$ cat src/rtl/trap_pkg.sv
package trap_pkg;
    typedef enum logic [2:0] {
        TK_NONE,
        TK_EXC,
        TK_HWBRK,
        TK_SWBRK,
        TK_IRQ
    } trap_kind_e;

    // status word bit positions; shadow bits sit one above their live bit
    localparam int ST_IE  = 1;
    localparam int ST_BIP = 3;
    localparam int ST_EIP = 9;
    localparam int ST_UM  = 11;
    localparam int ST_UMS = 12;
    localparam int ST_VM  = 13;
    localparam int ST_VMS = 14;

    // syndrome fields
    localparam int SY_STORE = 10;
    localparam int SY_DSLOT = 12;
    localparam logic [4:0] SY_IMISS = 5'd17;
    localparam logic [4:0] SY_DMISS = 5'd16;
    localparam logic [4:0] SY_IPROT = 5'd19;
    localparam logic [4:0] SY_DPROT = 5'd18;

    // link register indices
    localparam logic [4:0] LNK_EXC   = 5'd17;
    localparam logic [4:0] LNK_IRQ   = 5'd14;
    localparam logic [4:0] LNK_HWBRK = 5'd16;
endpackage

$ cat src/rtl/trap_arb.sv
module trap_arb
    import trap_pkg::*;
#(
    parameter bit EXC_EN = 1'b1
) (
    input  logic       req_exc,
    input  logic       req_irq,
    input  logic       req_hwbrk,
    input  logic       req_swbrk,
    input  logic       exc_mmu,
    input  logic       mmu_busy,
    input  logic       irq_en,
    input  logic       exc_active,
    input  logic       brk_active,
    input  logic       in_dslot,
    output trap_kind_e kind,
    output logic       recursive
);
    logic exc_ok;
    logic irq_ok;

    generate
        if (EXC_EN) begin : g_exc
            assign exc_ok = req_exc;
        end else begin : g_noexc
            assign exc_ok = 1'b0;
        end
    endgenerate

    assign irq_ok    = req_irq & irq_en & ~exc_active & ~brk_active & ~in_dslot;
    assign recursive = exc_ok & exc_mmu & mmu_busy;

    always_comb begin
        if (recursive) begin
            kind = TK_NONE;
        end else if (exc_ok) begin
            kind = TK_EXC;
        end else if (req_hwbrk) begin
            kind = TK_HWBRK;
        end else if (req_swbrk) begin
            kind = TK_SWBRK;
        end else if (irq_ok) begin
            kind = TK_IRQ;
        end else begin
            kind = TK_NONE;
        end
    end
endmodule

$ cat src/rtl/trap_syn.sv
module trap_syn
    import trap_pkg::*;
#(
    parameter int XLEN = 32
) (
    input  logic            exc_mmu,
    input  logic            mmu_ifetch,
    input  logic            mmu_prot,
    input  logic            mmu_store,
    input  logic [4:0]      exc_cause,
    input  logic            in_dslot,
    output logic [XLEN-1:0] syndrome
);
    logic [4:0] code;

    always_comb begin
        if (!exc_mmu) begin
            code = exc_cause;
        end else if (mmu_ifetch) begin
            code = mmu_prot ? SY_IPROT : SY_IMISS;
        end else begin
            code = mmu_prot ? SY_DPROT : SY_DMISS;
        end
        syndrome           = '0;
        syndrome[4:0]      = code;
        syndrome[SY_STORE] = exc_mmu & ~mmu_ifetch & mmu_store;
        syndrome[SY_DSLOT] = in_dslot;
    end
endmodule

$ cat src/rtl/trap_msr.sv
module trap_msr
    import trap_pkg::*;
#(
    parameter int XLEN = 32
) (
    input  logic [XLEN-1:0] status_in,
    input  trap_kind_e      kind,
    output logic [XLEN-1:0] status_new
);
    always_comb begin
        status_new         = status_in;
        status_new[ST_VMS] = status_in[ST_VM];
        status_new[ST_UMS] = status_in[ST_UM];
        status_new[ST_VM]  = 1'b0;
        status_new[ST_UM]  = 1'b0;
        if (kind == TK_EXC) begin
            status_new[ST_EIP] = 1'b1;
        end
        if (kind == TK_HWBRK || kind == TK_SWBRK) begin
            status_new[ST_BIP] = 1'b1;
        end
    end
endmodule

$ cat src/rtl/trap_entry_seq.sv
module trap_entry_seq
    import trap_pkg::*;
#(
    parameter int              XLEN    = 32,
    parameter bit              EXC_EN  = 1'b1,
    parameter logic [XLEN-1:0] VEC_IRQ = 32'h10,
    parameter logic [XLEN-1:0] VEC_BRK = 32'h18,
    parameter logic [XLEN-1:0] VEC_EXC = 32'h20
) (
    input  logic            clk,
    input  logic            rst_n,
    input  logic            req_exc,
    input  logic            req_irq,
    input  logic            req_hwbrk,
    input  logic            req_swbrk,
    input  logic            exc_mmu,
    input  logic            mmu_ifetch,
    input  logic            mmu_prot,
    input  logic            mmu_store,
    input  logic [4:0]      exc_cause,
    input  logic [XLEN-1:0] fault_vaddr,
    input  logic [XLEN-1:0] cur_pc,
    input  logic [XLEN-1:0] branch_target,
    input  logic            in_dslot,
    input  logic [XLEN-1:0] status_in,
    output logic            take_trap,
    output logic [XLEN-1:0] new_pc,
    output logic            link_we,
    output logic [4:0]      link_idx,
    output logic [XLEN-1:0] link_val,
    output logic [XLEN-1:0] status_out,
    output logic [XLEN-1:0] esr_out,
    output logic [XLEN-1:0] ear_out,
    output logic [XLEN-1:0] btr_out,
    output logic            recursive_fault
);
    localparam logic [XLEN-1:0] PC_STEP = XLEN'(4);

    typedef struct packed {
        logic            take;
        logic [XLEN-1:0] pc;
        logic            lwe;
        logic [4:0]      lidx;
        logic [XLEN-1:0] lval;
        logic [XLEN-1:0] st;
        logic [XLEN-1:0] esr;
        logic [XLEN-1:0] ear;
        logic [XLEN-1:0] btr;
        logic            rec;
        logic            busy;
    } seq_state_t;

    seq_state_t      st_d, st_q;
    trap_kind_e      kind;
    logic            recursive;
    logic [XLEN-1:0] syndrome;
    logic [XLEN-1:0] status_new;

    trap_arb #(.EXC_EN(EXC_EN)) u_arb (
        .req_exc   (req_exc),
        .req_irq   (req_irq),
        .req_hwbrk (req_hwbrk),
        .req_swbrk (req_swbrk),
        .exc_mmu   (exc_mmu),
        .mmu_busy  (st_q.busy),
        .irq_en    (status_in[ST_IE]),
        .exc_active(status_in[ST_EIP]),
        .brk_active(status_in[ST_BIP]),
        .in_dslot  (in_dslot),
        .kind      (kind),
        .recursive (recursive)
    );

    trap_syn #(.XLEN(XLEN)) u_syn (
        .exc_mmu   (exc_mmu),
        .mmu_ifetch(mmu_ifetch),
        .mmu_prot  (mmu_prot),
        .mmu_store (mmu_store),
        .exc_cause (exc_cause),
        .in_dslot  (in_dslot),
        .syndrome  (syndrome)
    );

    trap_msr #(.XLEN(XLEN)) u_msr (
        .status_in (status_in),
        .kind      (kind),
        .status_new(status_new)
    );

    always_comb begin
        st_d      = st_q;
        st_d.take = 1'b0;
        st_d.lwe  = 1'b0;
        st_d.rec  = 1'b0;
        if (kind != TK_NONE) begin
            st_d.take = 1'b1;
            st_d.st   = status_new;
        end
        case (kind)
            TK_EXC: begin
                st_d.pc   = VEC_EXC;
                st_d.lwe  = 1'b1;
                st_d.lidx = LNK_EXC;
                st_d.lval = cur_pc + PC_STEP;
                st_d.esr  = syndrome;
                if (in_dslot) begin
                    st_d.btr = branch_target;
                end
                if (exc_mmu) begin
                    st_d.ear  = fault_vaddr;
                    st_d.busy = 1'b1;
                end
            end
            TK_HWBRK: begin
                st_d.pc   = VEC_BRK;
                st_d.lwe  = 1'b1;
                st_d.lidx = LNK_HWBRK;
                st_d.lval = cur_pc;
            end
            TK_SWBRK: begin
                st_d.pc = branch_target;
            end
            TK_IRQ: begin
                st_d.pc   = VEC_IRQ;
                st_d.lwe  = 1'b1;
                st_d.lidx = LNK_IRQ;
                st_d.lval = cur_pc;
            end
            default: begin
                st_d.rec  = recursive;
                st_d.busy = st_q.busy & status_in[ST_EIP];
            end
        endcase
    end

    always_ff @(posedge clk or negedge rst_n) begin
        if (!rst_n) begin
            st_q <= '0;
        end else begin
            st_q <= st_d;
        end
    end

    assign take_trap       = st_q.take;
    assign new_pc          = st_q.pc;
    assign link_we         = st_q.lwe;
    assign link_idx        = st_q.lidx;
    assign link_val        = st_q.lval;
    assign status_out      = st_q.st;
    assign esr_out         = st_q.esr;
    assign ear_out         = st_q.ear;
    assign btr_out         = st_q.btr;
    assign recursive_fault = st_q.rec;
endmodule

$ cat config.mk
export PLATFORM = sky130hd
export DESIGN_NAME = trap_entry_seq
export DESIGN_NICKNAME = d
export VERILOG_FILES = /design/src/rtl/trap_pkg.sv /design/src/rtl/trap_arb.sv /design/src/rtl/trap_syn.sv /design/src/rtl/trap_msr.sv /design/src/rtl/trap_entry_seq.sv
export SDC_FILE = /design/constraint.sdc
export NUM_CORES = 1
export LEC_CHECK = 0
export ABC_AREA = 1
export BUFFER_PORTS_ARGS = -buffer_cell sky130_fd_sc_hd__buf_4
export CORE_ASPECT_RATIO = 0.75
export CORE_MARGIN = 2
export CORE_UTILIZATION = 48
export DETAILED_ROUTE_END_ITERATION = 8
export PLACE_DENSITY = 0.89
export SLEW_MARGIN = 15
export SYNTH_ARGS = -nofsm -noshare
export SYNTH_HDL_FRONTEND = slang
export SYNTH_SLANG_ARGS = --single-unit
$ cat constraint.sdc
create_clock -name clk -period 1.5 [get_ports clk]
set_input_delay 0.15 -clock clk [delete_from_list [all_inputs] [get_ports clk]]
set_output_delay 0.15 -clock clk [all_outputs]
set_load 0.01 [all_outputs]
==> flow_metrics.tcl <==
set metrics [dict create \
    outcome "completed" \
    synth-main-ff-cell "dfrtp_1" \
    layout-drive-gt1-share_pct 32.9 \
    drt.antenna.violating_nets 0 \
    clkSinkCount 172 \
    fin_area_um2 12100 \
    fin_crit_ns 1.42 \
    vias 7775 \
    worstSkewPairLatency_ns 0.42 \
    wl_per_cell_um 17.5 \
    routed_via_density 5.02 \
    cts_buffers 17 \
    synth-async-reset-ratio_pct 100 \
    drv_cap 0 \
    grt_use_total_pct 30.6 \
    cts_tree "done" \
    dr.pass1.iters 5 \
    yosys_warnings 0 \
    slew_violations 0 \
    die_h_um 114 \
    grt_pass1_wl_um 40300 \
    grt_pass1_vias 7663 \
    p_total_mw 13.2 \
    rows 40 \
    critical_path_peak_fanout 17 \
    cp.arrival_ns 1.72 \
    synth-edff-count 0 \
    fin_util_pct 76.0 \
    synthDistinctLibCells 33 \
    final_common_cell "buf_4" \
    cp.required_ns 1.79 \
    die_area_um2 17300 \
    area_growth_pct 55.8 \
    setup_viol 0 \
    yosysSeqAreaShare_pct 55.3 \
    drtIter0Drc 585 \
    root_buffer "clkbuf_16" \
    final.setup.tns_ns 0 \
    grt_use_met3_pct 8.45 \
    fmax_ghz 0.702 \
    hpwl_um 18300 \
    syn_inst 890 \
    htreeDepth 4 \
    powerDensity_nw_per_um2 1090 \
    fillers 1064 \
    grt_overflow 0 \
    grt_use_met2_pct 51.2 \
    fin_crit_sh_pct 95.0 \
    worst_path_max_delay_cell "mux2_2" \
    drc 0 \
    core_um2 16000 \
    n_antenna_cell 0 \
    cts_setup_buffers 0 \
    synthesis.area_um2 7780 \
    crit_chain "nand3_2 > nand2_4 > inv_4 > nand2_8 > buf_12 > mux2_2" \
    rsz0062_at_grt "true" \
    min_path_type "input port to flip-flop" \
    pin_count 344 \
    start_util_pct 48.8 \
    place_congestion 0.905 \
    critical_path_class "flip-flop to flip-flop" \
    crit_path_end_kind "flip-flop" \
    skew_ns 0.0117 \
    ys_seq_elements 172 \
    cts.clk_slew.worst_paths_ns 0.07 \
    layout.cells.most_common_list "338 x buf_4, 319 x nand2_1, 172 x dfrtp_1" \
    placed_cell_area_um2 10500 \
    use_met1_pct 38.7 \
    grt_max_degree 61 \
    die_w_um 151 \
    hold_viol_final 0 \
    syn_avg_cell_area_um2 8.75 \
    p_leak_nw 6.29 \
    antenna_found_initial 0 \
    io_buffers 314 \
    routed_wl_um 27100 \
    cp-start-kind "flip-flop" \
    grt-busiest-layer "met2" \
    clockBufferDepth 2 \
    nNetsFinal 1471 \
    irDropWorstVdd_mv 0.829 \
    slowest_delay_ns 0.37 \
]
worst max-delay path: cells and delay by family (launching register included):
| kind | cells | cell delay (ns) |
|---|---|---|
| AND/OR/NAND/NOR | 3 | 0.33 |
| multiplexers | 1 | 0.37 |
| buffers and inverters | 2 | 0.24 |
| flip-flops | 1 | 0.36 |
Yosys cell counts (all sizes together), types with 5 or more instances:
cell type | number | share of area, %
o21ai | 64 | 4.1
dfrtp | 172 | 55
buf | 54 | 5.0
o21bai | 7 | 0.68
nand3 | 71 | 4.8
inv | 71 | 3.5
a21oi | 5 | 0.32
nand4 | 5 | 0.40
clkbuf | 6 | 0.31
nor2 | 59 | 3.0
mux2 | 35 | 5.1
nand2 | 327 | 16
layer usage:
layer	wire length [µm]	vias up
li1	-	3634
met1	11000	3717
met2	13100	368
met3	2340	56
met4	663	0
met5	0	-
repair_timing:
item                                    CTS  global route
hold buffers                             99             0
gates resized for setup                   0            16
endpoints found under the hold margin   273             0
endpoints found under the setup margin    0            44
power breakdown:
part | internal, mW | switching, mW | total [mW]
logic | 1.63 | 1.56 | 3.19
clock network | 2.38 | 1.97 | 4.35
registers | 5.23 | 0.393 | 5.63
total | 9.24 | 3.92 | 13.2
registers in the layout, indices dropped and copies added, names as in the netlist, 3 cells and up:
signal	flops
btr_out	32
new_pc	32
ear_out	32
esr_out	7
link_val	32
link_idx	3
status_out	30
stage by stage:
stage                     std cells  worst slack, ns  hold WS (ns)
after floorplan                 916            0.157        -0.146
after global placement         1417           0.0870        0.0424
after detailed placement       1417           0.0397        0.0469
after CTS                      1548          0.00182      0.000286
after global routing           1549          -0.0332       0.00773
final                          1549           0.0752       0.00844
cell type report:
| cell class | instances | area [µm²] | share of cell area, % |
|---|---|---|---|
| well taps | 210 | 263 | 2.17 |
| flip-flops and latches | 172 | 4300 | 35.5 |
| clock buffers | 20 | 447 | 3.68 |
| inverters | 71 | 274 | 2.26 |
| repair buffers | 451 | 3790 | 31.2 |
| clock inverters | 12 | 124 | 1.02 |
| multi-input cells | 613 | 2930 | 24.1 |
cells by family (layout without fill, tap and decap cells):
logic type	count (synthesis)	after routing	synth area share [%]
mux	35	35	5.06
buf+inv	131	554	8.78
flops	172	172	55.3
other cells	1	27	0.0482
xor+xnor	1	1	0.113
compound gates	82	82	5.71
simple gates	467	467	24.8
fa+ha+maj	1	1	0.161
worst paths after layout:
path / from / end / slack (ns) / cells after the start
max reg2reg: st_q[0]$_DFFE_PN0P_ / ear_out[17]$_DFFE_PN0P_ / 0.08 / 6
max: st_q[0]$_DFFE_PN0P_ / ear_out[17]$_DFFE_PN0P_ / 0.08 / 6
min: mmu_prot / esr_out[1]$_DFFE_PN0P_ / 0.008 / 3
max in group asynchronous: rst_n / status_out[19]$_DFFE_PN0P_ / 0.67 / 3
min reg2reg: status_out[18]$_DFFE_PN0P_ / status_out[18]$_DFFE_PN0P_ / 0.48 / 2
min in group asynchronous: rst_n / ear_out[24]$_DFFE_PN0P_ / 0.19 / 2
Power figures use the tool's default switching activity.
